<file path="config.mk">
export PLATFORM = sky130hd
export DESIGN_NAME = usb_in_ep_ctl
export DESIGN_NICKNAME = d
export VERILOG_FILES = /design/src/rtl/usb_in_ep_ctl.sv
export SDC_FILE = /design/constraint.sdc
export NUM_CORES = 1
export LEC_CHECK = 0
export BUFFER_PORTS_ARGS = -buffer_cell sky130_fd_sc_hd__buf_2
export CAP_MARGIN = 20
export CORE_AREA = 2 2 39 41
export CTS_BUF_LIST = sky130_fd_sc_hd__clkbuf_2 sky130_fd_sc_hd__clkbuf_4 sky130_fd_sc_hd__clkbuf_8
export DETAILED_ROUTE_END_ITERATION = 8
export DIE_AREA = 0 0 41 43
export PLACE_DENSITY = 0.78
export SYNTH_ARGS = -nofsm -noshare
export SYNTH_HDL_FRONTEND = slang
export SYNTH_SLANG_ARGS = --single-unit
</file>
<file path="constraint.sdc">
create_clock -name clk -period 1 [get_ports clk]
set_input_delay 0.2 -clock clk [delete_from_list [all_inputs] [get_ports clk]]
set_output_delay 0.2 -clock clk [all_outputs]
set_load 0.1 [all_outputs]
</file>
<file path="src/rtl/usb_in_ep_ctl.sv">
module usb_in_ep_ctl #(
  parameter int DEPTH      = 16,
  parameter int SVC_THRESH = 8,
  parameter int LW         = $clog2(DEPTH + 1)
) (
  input  logic          clk,
  input  logic          rst_n,
  input  logic [LW-1:0] fifo_level,
  input  logic          reg_wr,
  input  logic [7:0]    reg_wdata,
  output logic [7:0]    reg_rdata,
  input  logic          tx_int_en,
  input  logic          pkt_done,
  input  logic          pkt_nack,
  input  logic          pkt_underrun,
  input  logic          stall_sent,
  input  logic          in_token,
  output logic          hs_valid,
  output logic [1:0]    hs_code,
  output logic          dma_req,
  output logic          tx_irq
);
  localparam logic [1:0] HS_DATA  = 2'b01;
  localparam logic [1:0] HS_NAK   = 2'b10;
  localparam logic [1:0] HS_STALL = 2'b11;

  logic cplt_q, err_q, urun_q, sst_q, fst_q, irq_q, hsv_q;
  logic [1:0] hsc_q;
  logic svc, clr_cplt, clr_sst;

  assign svc      = (32'(fifo_level) <= SVC_THRESH);
  assign clr_cplt = reg_wr & reg_wdata[1];
  assign clr_sst  = reg_wr & reg_wdata[4];

  always_ff @(posedge clk) begin
    if (!rst_n) begin
      cplt_q <= 1'b0;
      err_q  <= 1'b0;
      urun_q <= 1'b0;
      irq_q  <= 1'b0;
    end else if (pkt_done) begin
      cplt_q <= 1'b1;
      err_q  <= pkt_nack;
      urun_q <= urun_q | pkt_underrun;
      irq_q  <= irq_q | tx_int_en;
    end else if (clr_cplt) begin
      cplt_q <= 1'b0;
      err_q  <= 1'b0;
      urun_q <= pkt_underrun;
      irq_q  <= 1'b0;
    end else if (pkt_underrun) begin
      urun_q <= 1'b1;
    end
  end

  always_ff @(posedge clk) begin
    if (!rst_n) begin
      sst_q <= 1'b0;
      fst_q <= 1'b0;
    end else begin
      if (stall_sent)   sst_q <= 1'b1;
      else if (clr_sst) sst_q <= 1'b0;
      if (reg_wr)       fst_q <= reg_wdata[5];
    end
  end

  always_ff @(posedge clk) begin
    if (!rst_n) begin
      hsv_q <= 1'b0;
      hsc_q <= 2'b00;
    end else begin
      hsv_q <= in_token;
      if (in_token)
        hsc_q <= fst_q ? HS_STALL : (cplt_q ? HS_NAK : HS_DATA);
    end
  end

  assign reg_rdata = {2'b00, fst_q, sst_q, urun_q, err_q, cplt_q, svc};
  assign dma_req   = svc;
  assign tx_irq    = irq_q;
  assign hs_valid  = hsv_q;
  assign hs_code   = hsc_q;

  p_done_sets_r4: assert property (@(posedge clk) disable iff (!rst_n)
    pkt_done |=> reg_rdata[1]);
  p_stall_first_r5: assert property (@(posedge clk) disable iff (!rst_n)
    (in_token && reg_rdata[5]) |=> (hs_valid && hs_code == 2'b11));
  p_nak_hold_r5: assert property (@(posedge clk) disable iff (!rst_n)
    (in_token && !reg_rdata[5] && reg_rdata[1]) |=> (hs_valid && hs_code == 2'b10));
  p_err_clears_r6: assert property (@(posedge clk) disable iff (!rst_n)
    (reg_rdata[1] && !pkt_done && reg_wr && reg_wdata[1]) |=> (!reg_rdata[1] && !reg_rdata[2]));
  p_sst_sets_r7: assert property (@(posedge clk) disable iff (!rst_n)
    stall_sent |=> reg_rdata[4]);
  p_irq_sets_r9: assert property (@(posedge clk) disable iff (!rst_n)
    (pkt_done && tx_int_en) |=> tx_irq);
endmodule

</file>
==> results.sh <==
export IMPL_clock_skew_ps=1.09
export IMPL_final_setup_worst_slack_ps=-282
export IMPL_nNetsFinal=94
export IMPL_synth_top_cell_by_area="dfxtp_1"
export IMPL_cp_arrival_ps=1080
export IMPL_synth_area_sq_um=385
export IMPL_fp_dieArea_sq_um=1760
export IMPL_path_cells="buf_6, or3_4, a21oi_4, buf_12"
export IMPL_htreeDepth=1
export IMPL_area_growth_pct=93.5
export IMPL_synth_enable_flop_cells=0
export IMPL_dpl_cell_count=80
export IMPL_synth_top_area_share_pct=46.8
export IMPL_hp_start="in_token"
export IMPL_drv_cap=0
export IMPL_antenna_found_initial=0
export IMPL_crit_fanout=2
export IMPL_clock_path_buffers=2
export IMPL_grt_pass1_wl_microns=1520
export IMPL_synth_area_per_cell_sq_um=8.76
export IMPL_synth_area_leaders="dfxtp_1 (47%), buf_4 (16%), a21oi_1 (5.2%), o21ai_0 (5.2%), nor2b_1 (4.9%)"
export IMPL_period_needed_ps=1280
export IMPL_synth_most_common_cell="dfxtp_1"
export IMPL_drive_above_1_share_pct=63.4
export IMPL_clkSinkCount=9
export IMPL_start_kind="input port"
export IMPL_die_h_microns=43
export IMPL_drcViolationCount=0
export IMPL_reg2reg_slack_ps=150
export IMPL_clock_fmax_ghz=0.780
export IMPL_cts_root_buf="clkbuf_4"
export IMPL_vias=375
export IMPL_finalInstanceArea_sq_um=746
export IMPL_dp_slack_ps=-311
export IMPL_cts_reportedPaths_clkPinSlew_ps=60
export IMPL_endpoint_kind="output port"
export IMPL_powerDensity_nw_per_um2=1590
export IMPL_antenna_cells=0
export IMPL_reg2reg_from="tx_irq$_SDFFE_PN0P_"
export IMPL_cpMaxStageDelayCell="or3_4"
export IMPL_hold_slack_ps=159
export IMPL_hold_viol=0
export IMPL_slowest_delay_ps=380
export IMPL_ys_async_sr_fraction_pct=0
export IMPL_synth_top_flop_cell="dfxtp_1"
export IMPL_clock_latency_ps=250
export IMPL_ys_types=16
export IMPL_cts_buffers=3
export IMPL_required_ps=800
export IMPL_chipWidth_microns=41
export IMPL_regToRegEndpoint="tx_irq$_SDFFE_PN0P_"
export IMPL_ant_nets=0
export IMPL_drt_wl_total_microns=915
export IMPL_syn_inst=44
export IMPL_rsz0062_at_grt="true"
export IMPL_grt_max_degree=10
export IMPL_avgRoutedWirePerCell_microns=10.5
export IMPL_yosysWarnings=0
export IMPL_drt_initial_drc_count=1
export IMPL_io_pins=35
export IMPL_synth_seq_area_share_pct=46.8
export IMPL_initial_core_util_pct=27.8
export IMPL_portBuffers=27
export IMPL_core_area_sq_um=1380
export IMPL_synth_common_cells="dfxtp_1 (9), buf_4 (8), a21oi_1 (4), nand2_1 (4), o21ai_0 (4)"
export IMPL_via_per_inst=4.31
export IMPL_tritoncts="yes"
export IMPL_vdd_ir_drop_max_v=0.000690
export IMPL_gr_total_overflow=0
export IMPL_grt_usage_pct=13.0
export IMPL_final_cells=87
export IMPL_failed_checks="negative setup slack"
export IMPL_rows=14
export IMPL_min_path_type="input port to flop"
export IMPL_first_global_vias=391
export IMPL_finalCritPeriodShare_pct=128
export IMPL_place_area_sq_um=676
export IMPL_setup_viol=2
export IMPL_drv_slew=0
export IMPL_reg2regPathDepth=3
export IMPL_outcome="finished with violations"
export IMPL_gp_congestion=0.728
export IMPL_dr_pass1_iters=2
export IMPL_p_leak_nw=0.332
export IMPL_synth_seq_cells=9
export IMPL_min_to="hs_code[1]$_SDFFE_PN0P_"
export IMPL_path_class="input port to output port"
export IMPL_hold_path_depth=2
## placed cells by master, fill, tap and decap left out, types with 2 or more instances in the layout
cell	synthesis	final
nor2_1	2	2
a21oi_1	4	3
buf_4	8	3
clkbuf_4	0	4
a21boi_0	2	2
buf_2	0	15
dfxtp_4	0	4
nor2b_1	3	3
dfxtp_2	0	5
conb_1	1	2
o21ai_0	4	4
nand2_1	4	4
buf_12	0	11
## kinds of logic (layout without fill, tap and decap cells)
family / Yosys count / count (layout) / synth area share (%)
compound gates: 11 / 11 / 15.9
buf+inv: 9 / 35 / 16.6
flops: 9 / 9 / 46.8
mux: 1 / 1 / 2.60
other cells: 1 / 2 / 0.973
simple gates: 13 / 13 / 17.2
## worst max path at each step
| stage | cells past startpoint | end | slack [ps] | start |
|---|---|---|---|---|
| 2_1_floorplan | 3 | reg_rdata[0] | -650 | fifo_level[0] |
| 3_3_place_gp | 4 | dma_req | -280 | fifo_level[0] |
| 3_5_place_dp | 4 | reg_rdata[0] | -310 | fifo_level[0] |
| 4_1_cts | 4 | reg_rdata[0] | -290 | fifo_level[0] |
| 5_1_grt | 4 | reg_rdata[0] | -310 | fifo_level[0] |
| 6_report | 4 | reg_rdata[0] | -280 | fifo_level[0] |
## power by group
| group | switching [W] | internal [W] | total, W |
|---|---|---|---|
| registers | 0.0000246 | 0.000384 | 0.000409 |
| logic | 0.000305 | 0.000168 | 0.000473 |
| clock network | 0.000126 | 0.000181 | 0.000307 |
| total | 0.000456 | 0.000733 | 0.00119 |
## timing repair
action	4_1_cts	5_1_grt
endpoints found under the setup margin	7	9
buffers inserted	2	1
hold buffers	0	0
gates resized for setup	8	0
## critical path: cells and delay by family
| kind | cells | cell delay, ps |
|---|---|---|
| and+or+nand+nor | 1 | 380 |
| AOI/OAI and AO/OA | 1 | 200 |
| buffers and inverters | 2 | 290 |
## metal layers
layer  GRT usage [%]  routed length [microns]  up-vias
li1                -                        -      190
met1            13.1                      325      164
met2            20.3                      456       19
met3            6.28                      123        2
met4            8.00                       10        0
met5               0                        0        -
## layout make-up
type / count / area, sq um
Multi-Input combinational cell: 27 / 161
Tap cell: 16 / 20.0
Timing Repair Buffer: 30 / 329
Inverter: 1 / 3.75
Sequential cell: 9 / 201
Fill cell: 126 / 638
Clock buffer: 4 / 30.0
## sequential cells by signal (all words and copies together), names as in the netlist
signal    flops
hs_code       2
err_q         1
urun_q        1
tx_irq        1
hs_valid      1
cplt_q        1
fst_q         1
sst_q         1
## stage by stage
stage / power [W] / util (%) / TNS, ps
finish: 0.00119 / 53.9 / -564
global route: 0.00124 / 53.9 / -687
CTS: 0.00120 / 53.3 / -587
detailed placement: 0.000877 / 48.8 / -620
global placement: 0.000872 / 48.8 / -558
floorplan: 0.000727 / - / -1050
Note: power is estimated with default switching activity, not from simulation.
